## src/rtl/sar_seq_pkg.sv

```systemverilog
package sar_seq_pkg;

  typedef enum logic [1:0] {
    SEQ_IDLE = 2'd0,
    SEQ_WAIT = 2'd1,
    SEQ_RUN  = 2'd2
  } seq_state_e;

endpackage

```

## src/rtl/sar_tick_gen.sv

```systemverilog
module sar_tick_gen #(
  parameter int CLK_DIV = 4
) (
  input  logic clk,
  input  logic rst,
  output logic tick_o
);
  localparam int CW = (CLK_DIV > 2) ? $clog2(CLK_DIV) : 1;
  localparam logic [CW-1:0] LAST = CW'(CLK_DIV - 1);

  logic [CW-1:0] cnt_q;

  always_ff @(posedge clk) begin
    if (rst) begin
      cnt_q <= '0;
    end else if (cnt_q == LAST) begin
      cnt_q <= '0;
    end else begin
      cnt_q <= cnt_q + 1'b1;
    end
  end

  assign tick_o = (cnt_q == LAST);

  p_tick_wrap_r1: assert property (@(posedge clk) disable iff (rst)
    tick_o |=> (cnt_q == '0));

endmodule

```

## src/rtl/sar_frame_ctl.sv

```systemverilog
module sar_frame_ctl
  import sar_seq_pkg::*;
#(
  parameter int FRAME      = 13,
  parameter int SETTLE_CYC = 8,
  parameter int PH_W       = 4
) (
  input  logic            clk,
  input  logic            rst,
  input  logic            tick_i,
  input  logic            en_i,
  input  logic            start_i,
  output logic            busy_o,
  output logic            run_o,
  output logic [PH_W-1:0] phase_o,
  output logic            begin_o,
  output logic            fin_o,
  output logic            accept_o,
  output logic            sh_o
);
  localparam int SET_W = (SETTLE_CYC > 1) ? $clog2(SETTLE_CYC + 1) : 1;
  localparam logic [PH_W-1:0] PH_LAST   = PH_W'(FRAME);
  localparam logic [PH_W-1:0] PH_SAMPLE = PH_W'(3);

  seq_state_e      state_q;
  logic [PH_W-1:0] phase_q;
  logic [SET_W-1:0] settle_q;
  logic            sh_q;
  logic            settled;

  assign settled  = (settle_q == '0);
  assign accept_o = (state_q == SEQ_IDLE) && en_i && start_i;
  assign begin_o  = (state_q == SEQ_WAIT) && en_i && tick_i && settled;
  assign fin_o    = (state_q == SEQ_RUN) && en_i && tick_i && (phase_q == PH_LAST);

  always_ff @(posedge clk) begin
    if (rst || !en_i) begin
      settle_q <= SET_W'(SETTLE_CYC);
    end else if (tick_i && !settled) begin
      settle_q <= settle_q - 1'b1;
    end
  end

  always_ff @(posedge clk) begin
    if (rst) begin
      state_q <= SEQ_IDLE;
      phase_q <= '0;
      sh_q    <= 1'b0;
    end else if (!en_i) begin
      state_q <= SEQ_IDLE;
      phase_q <= '0;
      sh_q    <= 1'b0;
    end else begin
      case (state_q)
        SEQ_IDLE: begin
          if (start_i) state_q <= SEQ_WAIT;
        end
        SEQ_WAIT: begin
          if (begin_o) begin
            state_q <= SEQ_RUN;
            phase_q <= PH_W'(1);
          end
        end
        SEQ_RUN: begin
          if (tick_i) begin
            if (phase_q == PH_LAST) begin
              state_q <= SEQ_IDLE;
              phase_q <= '0;
              sh_q    <= 1'b0;
            end else begin
              phase_q <= phase_q + 1'b1;
              sh_q    <= (phase_q + 1'b1 == PH_SAMPLE);
            end
          end
        end
        default: state_q <= SEQ_IDLE;
      endcase
    end
  end

  assign busy_o  = (state_q != SEQ_IDLE);
  assign run_o   = (state_q == SEQ_RUN);
  assign phase_o = phase_q;
  assign sh_o    = sh_q;

  p_busy_after_start_r11: assert property (@(posedge clk) disable iff (rst)
    accept_o |=> busy_o);

  p_sample_in_cycle3_r2: assert property (@(posedge clk) disable iff (rst)
    sh_q |-> (run_o && phase_q == PH_SAMPLE));

  p_phase_range_r1: assert property (@(posedge clk) disable iff (rst)
    phase_q <= PH_LAST);

  p_idle_when_off_r8: assert property (@(posedge clk) disable iff (rst)
    !en_i |=> !busy_o);

  p_settle_first_r9: assert property (@(posedge clk) disable iff (rst)
    begin_o |-> (settle_q == '0));

endmodule

```

## src/rtl/sar_approx_reg.sv

```systemverilog
module sar_approx_reg #(
  parameter int RES_W = 10,
  parameter int FRAME = 13,
  parameter int PH_W  = 4
) (
  input  logic             clk,
  input  logic             rst,
  input  logic             tick_i,
  input  logic             run_i,
  input  logic             begin_i,
  input  logic             fin_i,
  input  logic [PH_W-1:0]  phase_i,
  input  logic             cmp_i,
  output logic [RES_W-1:0] trial_o,
  output logic [RES_W-1:0] result_o
);
  localparam logic [RES_W-1:0] SIGN = {1'b1, {(RES_W-1){1'b0}}};
  localparam logic [PH_W-1:0]  PH_FIRST_BIT = PH_W'(4);
  localparam logic [PH_W-1:0]  PH_SAMPLE    = PH_W'(3);

  logic [RES_W-1:0] ob_q;
  logic [RES_W-1:0] res_q;
  logic [RES_W-1:0] ob_nxt;
  int               bidx;

  assign bidx = FRAME - int'(phase_i);

  always_comb begin
    ob_nxt = ob_q;
    for (int i = 0; i < RES_W; i++) begin
      if (i == bidx) begin
        ob_nxt[i] = cmp_i;
      end else if (i == bidx - 1) begin
        ob_nxt[i] = 1'b1;
      end
    end
  end

  always_ff @(posedge clk) begin
    if (rst) begin
      ob_q <= '0;
    end else if (begin_i) begin
      ob_q <= '0;
    end else if (run_i && tick_i) begin
      if (phase_i == PH_SAMPLE) begin
        ob_q <= SIGN;
      end else if (phase_i >= PH_FIRST_BIT) begin
        ob_q <= ob_nxt;
      end
    end
  end

  always_ff @(posedge clk) begin
    if (rst) begin
      res_q <= '0;
    end else if (fin_i) begin
      res_q <= ob_nxt ^ SIGN;
    end
  end

  assign trial_o  = ob_q ^ SIGN;
  assign result_o = res_q;

  p_result_hold_r7: assert property (@(posedge clk) disable iff (rst)
    !fin_i |=> $stable(result_o));

  p_trial_one_hot_r3: assert property (@(posedge clk) disable iff (rst)
    (run_i && tick_i && phase_i == PH_SAMPLE) |=> $onehot0(ob_q));

endmodule

```

## src/rtl/sar_flag_sync.sv

```systemverilog
module sar_flag_sync (
  input  logic clk,
  input  logic rst,
  input  logic tick_i,
  input  logic fin_i,
  input  logic clr_i,
  output logic done_o
);
  logic adc_flag_q;
  logic adc_stage_q;
  logic sys_s1_q;
  logic sys_s2_q;

  always_ff @(posedge clk) begin
    if (rst) begin
      adc_flag_q <= 1'b0;
    end else if (fin_i) begin
      adc_flag_q <= 1'b1;
    end else if (clr_i) begin
      adc_flag_q <= 1'b0;
    end
  end

  always_ff @(posedge clk) begin
    if (rst || clr_i) begin
      adc_stage_q <= 1'b0;
      sys_s1_q    <= 1'b0;
      sys_s2_q    <= 1'b0;
    end else begin
      if (tick_i) adc_stage_q <= adc_flag_q;
      sys_s1_q <= adc_stage_q;
      sys_s2_q <= sys_s1_q;
    end
  end

  assign done_o = sys_s2_q;

  p_done_via_sync_r6: assert property (@(posedge clk) disable iff (rst)
    $rose(done_o) |-> $past(sys_s1_q));

  p_clear_wins_late_r10: assert property (@(posedge clk) disable iff (rst)
    (clr_i && !fin_i) |=> !done_o);

endmodule

```

## src/rtl/sar_conv_seq.sv

```systemverilog
module sar_conv_seq #(
  parameter int RES_W      = 10,
  parameter int CH_N       = 8,
  parameter int CLK_DIV    = 4,
  parameter int SETTLE_CYC = 8
) (
  input  logic                     clk,
  input  logic                     rst,
  input  logic                     en_i,
  input  logic                     start_i,
  input  logic                     diff_i,
  input  logic [$clog2(CH_N)-1:0]  chan_sel_i,
  input  logic                     connect_i,
  input  logic                     cmp_i,
  input  logic                     flag_clr_i,
  output logic [RES_W-1:0]         trial_o,
  output logic                     sh_sample_o,
  output logic [$clog2(CH_N)-1:0]  mux_sel_o,
  output logic                     mux_diff_o,
  output logic                     mux_on_o,
  output logic                     busy_o,
  output logic [RES_W-1:0]         result_o,
  output logic                     done_o
);
  localparam int FRAME = RES_W + 3;
  localparam int PH_W  = $clog2(FRAME + 1);
  localparam int CH_W  = $clog2(CH_N);

  logic            tick;
  logic            run;
  logic            begin_f;
  logic            fin;
  logic            accept;
  logic [PH_W-1:0] phase;
  logic            busy;

  logic            conn_q;
  logic            diff_q;
  logic [CH_W-1:0] sel_q;

  sar_tick_gen #(.CLK_DIV(CLK_DIV)) u_tick (
    .clk    (clk),
    .rst    (rst),
    .tick_o (tick)
  );

  sar_frame_ctl #(
    .FRAME      (FRAME),
    .SETTLE_CYC (SETTLE_CYC),
    .PH_W       (PH_W)
  ) u_ctl (
    .clk      (clk),
    .rst      (rst),
    .tick_i   (tick),
    .en_i     (en_i),
    .start_i  (start_i),
    .busy_o   (busy),
    .run_o    (run),
    .phase_o  (phase),
    .begin_o  (begin_f),
    .fin_o    (fin),
    .accept_o (accept),
    .sh_o     (sh_sample_o)
  );

  sar_approx_reg #(
    .RES_W (RES_W),
    .FRAME (FRAME),
    .PH_W  (PH_W)
  ) u_sar (
    .clk      (clk),
    .rst      (rst),
    .tick_i   (tick),
    .run_i    (run),
    .begin_i  (begin_f),
    .fin_i    (fin),
    .phase_i  (phase),
    .cmp_i    (cmp_i),
    .trial_o  (trial_o),
    .result_o (result_o)
  );

  sar_flag_sync u_flag (
    .clk    (clk),
    .rst    (rst),
    .tick_i (tick),
    .fin_i  (fin),
    .clr_i  (flag_clr_i | accept),
    .done_o (done_o)
  );

  // Channel interlock: connection frozen while busy, selection frozen while connected.
  always_ff @(posedge clk) begin
    if (rst) begin
      conn_q <= 1'b0;
      diff_q <= 1'b0;
      sel_q  <= '0;
    end else if (!busy) begin
      conn_q <= connect_i;
      if (!conn_q) begin
        diff_q <= diff_i;
        sel_q  <= chan_sel_i;
      end
    end
  end

  generate
    if (CH_W > 1) begin : g_pair_mask
      assign mux_sel_o = diff_q ? {1'b0, sel_q[CH_W-2:0]} : sel_q;
    end else begin : g_no_mask
      assign mux_sel_o = sel_q;
    end
  endgenerate

  assign mux_diff_o = diff_q;
  assign mux_on_o   = conn_q;
  assign busy_o     = busy;

  p_conn_frozen_busy_r5: assert property (@(posedge clk) disable iff (rst)
    busy_o |=> $stable(mux_on_o));

  p_sel_frozen_conn_r5: assert property (@(posedge clk) disable iff (rst)
    (mux_on_o || busy_o) |=> $stable(mux_sel_o));

endmodule

```

## config.mk

```make
export PLATFORM = sky130hd
export DESIGN_NAME = sar_conv_seq
export DESIGN_NICKNAME = d
export VERILOG_FILES = /design/src/rtl/sar_seq_pkg.sv /design/src/rtl/sar_tick_gen.sv /design/src/rtl/sar_frame_ctl.sv /design/src/rtl/sar_approx_reg.sv /design/src/rtl/sar_flag_sync.sv /design/src/rtl/sar_conv_seq.sv
export SDC_FILE = /design/constraint.sdc
export NUM_CORES = 1
export LEC_CHECK = 0
export BUFFER_PORTS_ARGS = -buffer_cell sky130_fd_sc_hd__buf_2
export CELL_PAD_IN_SITES_DETAIL_PLACEMENT = 1
export CELL_PAD_IN_SITES_GLOBAL_PLACEMENT = 1
export CORE_MARGIN = 4
export CORE_UTILIZATION = 43
export DETAILED_ROUTE_END_ITERATION = 12
export PLACE_DENSITY_LB_ADDON = 0.1
export SYNTH_ARGS = -nofsm -noshare
export SYNTH_HDL_FRONTEND = slang
export SYNTH_SLANG_ARGS = --single-unit
```

## constraint.sdc

```tcl
create_clock -name clk -period 4.35 [get_ports clk]
set_input_delay 0.87 -clock clk [delete_from_list [all_inputs] [get_ports clk]]
set_output_delay 0.87 -clock clk [all_outputs]
set_load 0.02 [all_outputs]
```

==> metrics.txt <==
# TYPE chip_impl_metric gauge
chip_impl_info{name="ys.flop_type",value="dfxtp_1"} 1
chip_impl_metric{name="final-setup-viol-count",unit=""} 0
chip_impl_info{name="cts_root_buf",value="clkbuf_8"} 1
chip_impl_info{name="endpoint",value="u_sar.result_o[7]"} 1
chip_impl_metric{name="fin_tns_setup",unit="ns"} 0
chip_impl_metric{name="gpl.final_weighted_congestion",unit=""} 0.806
chip_impl_metric{name="yosysWarningCount",unit=""} 0
chip_impl_metric{name="core_area",unit="µm²"} 5640
chip_impl_metric{name="drt_drc_violations_left",unit=""} 0
chip_impl_metric{name="postCtsSetupBuffers",unit=""} 0
chip_impl_metric{name="share_comb_of_total_power",unit="%"} 8.4
chip_impl_metric{name="grt_start_max_net_pins",unit=""} 24
chip_impl_info{name="highest_count_cells_in_the_layout_ignoring_fill_and_taps",value="dfxtp_1 (42), buf_2 (38), nor2_1 (27)"} 1
chip_impl_metric{name="placement_row_count",unit=""} 27
chip_impl_metric{name="intPower",unit="mW"} 0.650
chip_impl_metric{name="initial_core_utilization",unit="%"} 45.6
chip_impl_metric{name="crit_required",unit="ns"} 4.55
chip_impl_metric{name="power.clock.fraction",unit="%"} 44.6
chip_impl_info{name="start_kind",value="flip-flop"} 1
chip_impl_metric{name="grt_pass1_wl",unit="mm"} 11.3
chip_impl_info{name="category_of_the_most_critical_setup_path",value="reg2reg"} 1
chip_impl_metric{name="seq_power_share",unit="%"} 47.0
chip_impl_metric{name="total_switching_power",unit="mW"} 0.196
chip_impl_metric{name="ys_seq_area_share",unit="%"} 32.7
chip_impl_metric{name="p_total",unit="mW"} 0.846
chip_impl_metric{name="drt_first_iter_violations",unit=""} 165
chip_impl_info{name="critical_path.endpoint_type",value="flip-flop"} 1
chip_impl_metric{name="post_detailed_routing_wire_length",unit="mm"} 6.59
chip_impl_metric{name="worst_slew_margin_rel",unit="%"} 26.0
chip_impl_metric{name="netlist_instances",unit=""} 290
chip_impl_metric{name="preCtsSetupSlack",unit="ns"} 0.881
chip_impl_metric{name="synth.net_count",unit=""} 323
chip_impl_metric{name="drtAntennaViolNets",unit=""} 0
chip_impl_metric{name="routed_via_density",unit=""} 5.71
chip_impl_info{name="reg2reg_from",value="u_ctl.phase_o[1]"} 1
chip_impl_metric{name="grt_overflow_total",unit=""} 0
chip_impl_metric{name="worstPathArrival",unit="ns"} 3.71
chip_impl_metric{name="setup_slack",unit="ns"} 0.840
chip_impl_metric{name="cts.repair.resized",unit=""} 0
chip_impl_metric{name="final.min_clock_period",unit="ns"} 3.51
chip_impl_metric{name="htreeDepth",unit=""} 2
chip_impl_metric{name="cts_hold_repair.buffers",unit=""} 0
chip_impl_metric{name="edff_count_synth",unit=""} 0
chip_impl_metric{name="power_per_cell_area",unit="nW/µm²"} 298
chip_impl_metric{name="final_util",unit="%"} 50.4
chip_impl_info{name="status",value="complete, no violations"} 1
chip_impl_info{name="mostFrequentLayoutCell",value="dfxtp_1"} 1
chip_impl_info{name="cts_tree",value="built"} 1
chip_impl_info{name="timing.rr.end",value="u_sar.result_o[7]"} 1
chip_impl_metric{name="maxClockFrequency",unit="MHz"} 285
chip_impl_metric{name="switching_share",unit="%"} 23.1
chip_impl_metric{name="dp_hpwl",unit="mm"} 5.03
chip_impl_metric{name="first_global_vias",unit=""} 2320
chip_impl_metric{name="vdd_drop_max",unit="µV"} 215
chip_impl_metric{name="nets",unit=""} 342
chip_impl_metric{name="die_height",unit="µm"} 85.3
chip_impl_metric{name="r2r_slack",unit="ns"} 0.84
chip_impl_metric{name="async_flop_share",unit="%"} 0
chip_impl_metric{name="firstDrtPassIters",unit=""} 4
chip_impl_metric{name="synthToLayoutAreaGrowth",unit="%"} 10.6
chip_impl_metric{name="die_w",unit="µm"} 85.3
chip_impl_metric{name="max-clock-path-buffers",unit=""} 2
chip_impl_info{name="hp-class",value="reg2reg"} 1
chip_impl_metric{name="hold_ws",unit="ns"} 0.430
chip_impl_metric{name="routed-via-count",unit=""} 2181
chip_impl_info{name="grt_setup_unrepaired",value="false"} 1
chip_impl_metric{name="avgRoutedWirePerCell",unit="µm"} 17.2
chip_impl_metric{name="timing_max_transition_violations_final",unit=""} 0
chip_impl_metric{name="fill_cells",unit=""} 677
chip_impl_metric{name="flip_flop_and_latch_count_after_synthesis",unit=""} 42
chip_impl_metric{name="number_of_top_level_pins",unit=""} 39
chip_impl_metric{name="finalCritPeriodShare",unit="%"} 80.7
chip_impl_metric{name="postSynthAreaPerCell",unit="µm²"} 8.86
chip_impl_metric{name="worstMarginPinSlew",unit="ns"} 1.11
chip_impl_metric{name="clk_transition_reported_paths",unit="ns"} 0.08
chip_impl_metric{name="seq_area",unit="µm²"} 841
chip_impl_metric{name="final_layout_size_suffix_gt1_share",unit="%"} 20.3
chip_impl_info{name="critical_path_launch_point",value="u_ctl.phase_o[1]"} 1
chip_impl_metric{name="antenna_found_initial",unit=""} 0
chip_impl_metric{name="netlist_area",unit="µm²"} 2570
chip_impl_metric{name="clkLatencyLatePin",unit="ns"} 0.30
chip_impl_metric{name="total_leakage_power",unit="nW"} 1.19
chip_impl_metric{name="ant_diodes",unit=""} 0
chip_impl_metric{name="rr_worst_depth",unit=""} 11
chip_impl_metric{name="skew",unit="ns"} 0.00640
chip_impl_metric{name="global_route.usage.total",unit="%"} 19.3
chip_impl_metric{name="post_synth_num_cell_types",unit=""} 60
chip_impl_metric{name="cap_violations",unit=""} 0
chip_impl_metric{name="crit_path_max_fo",unit=""} 17
chip_impl_metric{name="buffer_ports.inserted",unit=""} 38
chip_impl_metric{name="finalHoldViolCount",unit=""} 0
chip_impl_metric{name="tritoncts.num_buffers",unit=""} 5
chip_impl_metric{name="floorplan.die_area",unit="µm²"} 7280
chip_impl_metric{name="multiInputGateArea",unit="µm²"} 1530
chip_impl_metric{name="clock-sinks",unit=""} 42
routing by layer:
layer  GRT usage (%)  share of wire [%]  vias to the layer above  wire, µm
li1                -                  -                     1061         -
met1            23.7                 45                     1078      2980
met2            34.0                 50                       34      3300
met3            3.01                2.9                        8       193
met4            6.47                1.6                        0       108
met5               0                  0                        -         0
how the worst min path moves through the flow:
stage | start | end | cells after the start
CTS | u_tick.cnt_q[0] | u_tick.cnt_q[0] | 1
finish | u_tick.cnt_q[0] | u_tick.cnt_q[0] | 1
global placement | u_flag.sys_s1_q | u_flag.done_o | 1
global route | u_flag.sys_s1_q | u_flag.done_o | 1
floorplan | u_tick.cnt_q[0] | u_tick.cnt_q[0] | 1
detailed placement | u_flag.sys_s1_q | u_flag.done_o | 1
sequential cells by signal, indices dropped and copies added (netlist names):
register and cells:
u_flag.adc_flag_q 1, u_ctl.phase_o 4, u_sar.result_o 10, mux_on_o 1, u_sar.ob_q 10, u_tick.cnt_q 2, u_ctl.state_q 2, sel_q 3
u_flag.adc_stage_q 1, u_flag.sys_s1_q 1, u_ctl.sh_o 1, u_ctl.settle_q 4, u_flag.done_o 1, mux_diff_o 1
synth_stat cells (3+ instances only):
master	count	area share, %
a211oi_1	5	1.5
a21o_1	3	0.88
a21oi_1	7	1.4
a311oi_1	3	1.0
a31oi_1	4	0.97
a41oi_1	4	1.4
and2_1	5	1.2
and3_1	4	0.97
buf_2	3	0.58
buf_4	13	3.8
clkbuf_1	9	1.3
dfxtp_1	42	33
ha_1	22	11
inv_1	12	1.8
mux2i_1	12	4.7
nand2_1	25	3.7
nand2b_1	5	1.2
nand3_1	6	1.2
nand4_1	8	1.9
nand4b_1	5	1.7
nor2_1	27	3.9
nor2b_1	7	1.7
nor3b_1	3	0.88
o21ai_0	7	1.4
o21ai_1	3	0.58
xnor2_1	4	1.4
critical path, cell delays in order, from the launching register on:
cell       delay (ns)
dfxtp_1          0.49
inv_1            0.19
ha_1             0.51
nor2b_1          0.25
and2_1           0.18
inv_1            0.05
ha_1             0.28
or4b_4           0.57
nor3_4           0.34
and4b_1          0.28
nor4_1           0.07
a2111oi_2        0.20
power by group through the flow:
stage	logic (mW)	registers, mW	clock network [mW]
final	0.0710	0.398	0.377
after global routing	0.0790	0.399	0.402
after CTS	0.0720	0.398	0.385
after detailed placement	0.0720	0.407	0
after global placement	0.0704	0.406	0
after floorplan	0.0506	0.408	0
final cells by class:
cell class                      count  share of cell area (%)
Inverter                           12                    1.59
Tap cell                           72                    3.17
Sequential cell                    42                    29.6
Clock buffer                        5                    2.42
Timing Repair Buffer               39                    6.96
Clock inverter                      3                    2.42
Multi-Input combinational cell    209                    53.9
cells by family after synthesis:
family                     count (synthesis)  synth area share [%]
and+or+nand+nor                          111                  24.0
AOI/OAI and AO/OA                         54                  16.0
DFF                                       42                  32.7
buffers and inverters                     39                  7.74
adders and majority gates                 22                  10.7
muxes                                     14                  5.55
xor gates and xnor gates                   8                  3.31
stage by stage:
stage / area (µm²) / instances
CTS: 2840 / 382
global placement: 2700 / 374
floorplan: 2570 / 290
finish: 2840 / 382
detailed placement: 2700 / 374
global route: 2840 / 382
No activity file was read; power rests on OpenSTA's default activity.
